File: src/rtl/evt_frame_packer.sv
module evt_frame_packer #(
  parameter int FRAME_W = 80,
  parameter int N_CH    = 32,
  parameter int CH_W    = 4,
  parameter int BXID_W  = 12,
  parameter int DEPTH   = 8
) (
  input  logic                   clk,
  input  logic                   rst_n,
  input  logic                   in_valid,
  output logic                   in_ready,
  input  logic [BXID_W-1:0]      in_bxid,
  input  logic [7:0]             in_len,
  input  logic [N_CH*CH_W-1:0]   in_data,
  input  logic                   in_hdr_var,
  output logic                   frame_valid,
  output logic [FRAME_W-1:0]     frame_data,
  output logic                   buf_full,
  output logic                   buf_empty
);
  localparam int LEN_W   = 8;
  localparam int DAT_W   = N_CH * CH_W;
  localparam int HDR_MAX = BXID_W + LEN_W + 1;
  localparam int REC_W   = HDR_MAX + DAT_W;
  localparam int RES_W   = FRAME_W - 1 + REC_W;
  localparam int FILL_W  = $clog2(RES_W + 1);
  localparam int PTR_W   = $clog2(DEPTH);
  localparam int CNT_W   = $clog2(DEPTH + 1);
  localparam int ENT_W   = 1 + LEN_W + BXID_W + DAT_W;

  function automatic logic [PTR_W-1:0] nxt(input logic [PTR_W-1:0] p);
    return (p == PTR_W'(DEPTH - 1)) ? '0 : p + PTR_W'(1);
  endfunction

  logic [ENT_W-1:0]  mem [DEPTH];
  logic [PTR_W-1:0]  wr_ptr, rd_ptr;
  logic [CNT_W-1:0]  cnt;
  logic              push, pop;

  assign buf_full  = (cnt == CNT_W'(DEPTH));
  assign buf_empty = (cnt == '0);
  assign in_ready  = !buf_full;
  assign push      = in_valid && in_ready;

  always_ff @(posedge clk)
    if (push) mem[wr_ptr] <= {in_hdr_var, in_len, in_bxid, in_data};

  always_ff @(posedge clk) begin
    if (!rst_n) begin
      wr_ptr <= '0;
      rd_ptr <= '0;
      cnt    <= '0;
    end else begin
      if (push) wr_ptr <= nxt(wr_ptr);
      if (pop)  rd_ptr <= nxt(rd_ptr);
      case ({push, pop})
        2'b10:   cnt <= cnt + CNT_W'(1);
        2'b01:   cnt <= cnt - CNT_W'(1);
        default: cnt <= cnt;
      endcase
    end
  end

  logic              h_var;
  logic [LEN_W-1:0]  h_len;
  logic [BXID_W-1:0] h_bxid;
  logic [DAT_W-1:0]  h_data, dmask;
  logic [HDR_MAX-1:0] hdr;
  logic [FILL_W-1:0] hdr_n, rec_n;
  logic [REC_W-1:0]  rec;

  assign {h_var, h_len, h_bxid, h_data} = mem[rd_ptr];

  always_comb begin
    hdr = '0;
    if (!h_var) begin
      hdr[BXID_W-1:0]     = h_bxid;
      hdr[BXID_W +: LEN_W] = h_len;
      hdr_n = FILL_W'(BXID_W + LEN_W);
    end else if (h_len == '0) begin
      hdr[BXID_W:1] = h_bxid;
      hdr_n = FILL_W'(BXID_W + 1);
    end else begin
      hdr[0]                   = 1'b1;
      hdr[BXID_W:1]            = h_bxid;
      hdr[BXID_W+1 +: LEN_W]   = h_len;
      hdr_n = FILL_W'(HDR_MAX);
    end
  end

  always_comb begin
    dmask = '0;
    for (int i = 0; i < N_CH; i++)
      if (i < int'(h_len)) dmask[i*CH_W +: CH_W] = h_data[i*CH_W +: CH_W];
  end

  assign rec   = {{DAT_W{1'b0}}, hdr} | ({{HDR_MAX{1'b0}}, dmask} << hdr_n);
  assign rec_n = hdr_n + FILL_W'(h_len) * FILL_W'(CH_W);

  logic [RES_W-1:0]  res;
  logic [FILL_W-1:0] fill, base;
  logic              emit;

  assign emit = (fill >= FILL_W'(FRAME_W));
  assign base = emit ? fill - FILL_W'(FRAME_W) : fill;
  assign pop  = !buf_empty && (base < FILL_W'(FRAME_W));

  always_ff @(posedge clk) begin
    if (!rst_n) begin
      res  <= '0;
      fill <= '0;
    end else begin
      res  <= (emit ? res >> FRAME_W : res)
            | (pop ? ({{(RES_W-REC_W){1'b0}}, rec} << base) : '0);
      fill <= base + (pop ? rec_n : '0);
    end
  end

  assign frame_valid = emit;
  assign frame_data  = res[FRAME_W-1:0];

  p_hold_partial_r5: assert property (@(posedge clk) disable iff (!rst_n)
    !frame_valid |=> fill >= $past(fill));
  p_emit_drains_r5: assert property (@(posedge clk) disable iff (!rst_n)
    (frame_valid && !pop) |=> fill == $past(fill) - FILL_W'(FRAME_W));
  p_len_bound_r4: assert property (@(posedge clk) disable iff (!rst_n)
    in_valid |-> int'(in_len) <= N_CH);
  p_full_holds_r8: assert property (@(posedge clk) disable iff (!rst_n)
    (buf_full && !pop) |=> buf_full);
  p_empty_holds_r9: assert property (@(posedge clk) disable iff (!rst_n)
    (buf_empty && !(in_valid && in_ready)) |=> buf_empty);
  p_flags_exclusive_r8: assert property (@(posedge clk) disable iff (!rst_n)
    !(buf_full && buf_empty));
endmodule

File: config.mk
export PLATFORM = sky130hd
export DESIGN_NAME = evt_frame_packer
export DESIGN_NICKNAME = d
export VERILOG_FILES = /design/src/rtl/evt_frame_packer.sv
export SDC_FILE = /design/constraint.sdc
export NUM_CORES = 2
export LEC_CHECK = 0
export BUFFER_PORTS_ARGS = -buffer_cell sky130_fd_sc_hd__buf_4
export CAP_MARGIN = 10
export CORE_MARGIN = 5
export CORE_UTILIZATION = 55
export CTS_BUF_LIST = sky130_fd_sc_hd__clkbuf_4 sky130_fd_sc_hd__clkbuf_8 sky130_fd_sc_hd__clkbuf_16
export CTS_CLUSTER_DIAMETER = 50
export DETAILED_ROUTE_END_ITERATION = 10
export PLACE_DENSITY = 0.75
export SETUP_SLACK_MARGIN = 0.4
export SLEW_MARGIN = 20
export SYNTH_ARGS = -nofsm -noshare
export SYNTH_HDL_FRONTEND = slang
export SYNTH_SLANG_ARGS = --single-unit
File: constraint.sdc
create_clock -name clk -period 26.4 [get_ports clk]
set_input_delay 7.92 -clock clk [delete_from_list [all_inputs] [get_ports clk]]
set_output_delay 7.92 -clock clk [all_outputs]
set_load 0.1 [all_outputs]
==> results.txt <==
Across every metal layer, demand over resource in global routing totals a little under two fifths. The number of synthesized register bits is 1,441. The number of design rule violations left after detail routing is 0.

The number of DRC violations after detailed-routing iteration 0 came out at between 9,000 and 10,000. The total nets after synthesis is just under 6,000. For the pin with the worst max-slew slack, the measured transition is ~1.3 ns. The number of hold-slack violations in the final timing report came out at 0.

Measured along the x axis, the die boundary spans around 370 um. The fill cell instance count of the final layout is roughly 9,900. The startpoint kind of the worst setup timing path is a flop. For the worst setup path, the data required time is 18.48 ns. The depth of the worst register-to-register path came out at 14. The warning count from the yosys run is 0. The arrival time at the worst endpoint is about 3 ns. The die is ~370 um tall. In the final layout, the multi-input gates occupy 29,100 um2. The wire length of the first global-routing pass is about 390 mm. The worst setup slack for register-to-register paths came out at roughly 19 ns.

The core region is approximately 130,000 um2. The final net count came out at 5,846. The via count of the first global-routing pass came out at 51,800. The highest clock frequency the design can meet came out at approximately 90 MHz. The post-synthesis area per instance came out at ~13 um2. The initial antenna violation count came out at 10. The post-synth design cell area is around 72,000 um2.

The flow ran to the end, and the final reports show no timing, DRC or antenna violations. Buffers inserted to repair hold after CTS numbered 0. The number of setup buffers added after CTS is 0. The die covers between 100,000 and 150,000 um2.

The headroom to the max-slew limit is 13.1%. The total clock buffers created by CTS came out at ~150. The post-layout utilization of the core came out at 61.2%. The commonest cells after synthesis are edfxtp_1, nand2_1, nor2_1, mux4_2, mux2i_1. In this run the most critical hold path is launched from res[182]. The clock tree skew after final layout is ~0.042 ns. The estimated wirelength of the detail-placed design is 185 mm. Pin placement for this block handled between 200 and 250 I/O pins.

The time the worst path needs with I/O delays and setup is 10.88 ns. The critical path in this run is classified as reg -> out. The number of maximum-capacitance constraint violations is 0. In the final routed layout, each cell accounts on average for between 30 and 40 um. The clock sink total is roughly 1,400. The share of synthesized flip-flops with an asynchronous set or reset is 0%. In this run the number of H-tree levels came out at 4. The CTS tree is done. After floorplanning, the core was divided into 133 placement rows. The share of post-route cells with drive strength above 1 came out at just over 20%. Global routing finished with a remaining overflow of 0. The capturing element type of the critical path is an output pin. edfxtp_1 takes more of the synthesized area than any other cell. The gate count after technology mapping is around 5,700.

The terminating pin of the worst hold path is res[182]. The routed via count divided by cell count came out at a little over 7. The effective utilization at floorplan came out at ~55%. The max-slew violation total from the final report came out at 0.

The share of Yosys cell area claimed by the top area cell type came out at about half. Summing all flip-flop and latch instances after layout gives 40,800 um2. The synthesis-to-layout area growth is 10.9%. The endpoint of the lowest-slack register-to-register path is res[120]. The path class of the tightest hold or removal check is reg -> reg. At the end of routability-driven placement, the weighted congestion stood at between 1 and 1.5. The number of cells traversed by the worst hold path is 2. The worst-skew pair later-pin latency is ~0.81 ns. The number of detailed-routing iterations run before antenna repair is 7. In the post-synthesis netlist, the biggest area contributors are edfxtp_1, mux4_2, dfxtp_1, mux2i_1, nand2_1. Setup violations remaining at the end of the flow were counted as 0. The most frequently used cell type in the post-synthesis netlist is edfxtp_1.

Counting flops with a built-in enable in the synthesized netlist gives 1,192. The clock-pin transition on the worst setup and hold timing paths is ~0.06 ns. The routed layout has about 55,000 vias. The number of buffers inserted by port buffering is 235. The routed wire length is ~270 mm. Gates resized during post-CTS repair numbered 0.

Setup repair after global routing left no endpoint under its margin. The pin count of the biggest net entering global routing is between 100 and 150. The number of different library cells used by synthesis comes to approximately 100. Of the synthesized area, sequential elements account for a little under three fifths. The sum of negative setup slack is 0 ns. The maximum fanout along the worst path is 47. The number of buffers between clock root and the deepest sink came out at 3. The root buffer cell chosen for the clock tree is clkbuf_16. The post-route clock period utilization came out at 41.2%. Once detail routing completed, the nets flagged for antenna violations numbered 0.

The most used flip-flop cell after synthesis is edfxtp_1.
## critical path, stage by stage (launching register included)
cell and delay, ns:
dfxtp_1 0.40, inv_1 0.10, ha_1 0.20, and2_1 0.19, a311oi_4 0.27, buf_4 0.54
inv_4 0.16, buf_4 0.29
## kinds of logic after synthesis
kind of cell	synth area share, %
flip-flops	56.3
AND/OR/NAND/NOR	8.34
adder cells (fa/ha/maj)	0.339
multiplexers	16.7
buffers and inverters	3.79
XOR/XNOR	0.157
AO/OA/AOI/OAI	14.4
## flip-flops by register name, indices dropped and copies added (netlist names), named ones only
| signal | cells |
|---|---|
| wr_ptr | 3 |
| mem | 1192 |
| rd_ptr | 3 |
| fill | 8 |
| res | 228 |
| cnt | 4 |
## stage by stage
step	cells	setup WS [ns]	hold WS (ns)	instance area [um2]
after floorplan	5691	3.12	0.415	72400
after detailed placement	7275	14.82	0.440	75100
after CTS	7552	15.48	0.448	80300
after global routing	7556	15.42	0.476	80300
final	7558	15.52	0.448	80300
after global placement	7275	14.93	0.430	75100
## worst max-delay path by stage
| stage | slack (ns) | endpoint | from | cells past startpoint |
|---|---|---|---|---|
| 3_5_place_dp | 14.82 | mem[1][105] | in_valid | 6 |
| 6_report | 15.52 | frame_valid | fill[5] | 7 |
| 5_1_grt | 15.42 | frame_valid | fill[5] | 7 |
| 2_1_floorplan | 3.12 | mem[0][0] | in_valid | 2 |
| 3_3_place_gp | 14.93 | mem[1][126] | in_valid | 6 |
| 4_1_cts | 15.48 | frame_valid | fill[5] | 7 |
## layout make-up
type                    instances  share of cell area [%]
repair buffers                370                    3.59
clock buffers                 194                    5.21
multi-input cells            3680                    36.3
well taps                    1755                    2.73
diodes                          5                  0.0156
inverters                      30                   0.159
clock inverters                83                    1.19
flip-flops and latches       1441                    50.8
## per-layer routing
layer / routed length (um) / vias to the layer above / part of all wire (%) / GRT usage (%)
met5: 12 / - / 0.0044 / 0
met4: 17900 / 2 / 6.6 / 20.0
met3: 30300 / 803 / 11 / 9.15
met2: 121000 / 3981 / 45 / 56.9
met1: 102000 / 27400 / 38 / 52.0
li1: - / 22500 / - / -
## cell usage in the layout (no fill, tap or decap), drive strengths merged, types with 55 or more instances in the layout
| cell type | Yosys | final |
|---|---|---|
| a211oi | 70 | 70 |
| a21oi | 296 | 296 |
| a22oi | 91 | 91 |
| a31oi | 80 | 80 |
| buf | 240 | 370 |
| clkbuf | 300 | 194 |
| clkinv | 3 | 55 |
| dfxtp | 249 | 249 |
| edfxtp | 1192 | 1192 |
| mux2 | 99 | 99 |
| mux2i | 338 | 338 |
| mux4 | 335 | 335 |
| nand2 | 471 | 471 |
| nand3 | 113 | 113 |
| nor2 | 401 | 401 |
| nor3 | 184 | 184 |
| o211ai | 85 | 85 |
| o21ai | 276 | 276 |
| o22ai | 96 | 96 |
Power is left out: the tool's default activity adds up to more than one toggle a clock period on the data nets, which glitch-free logic cannot reach.
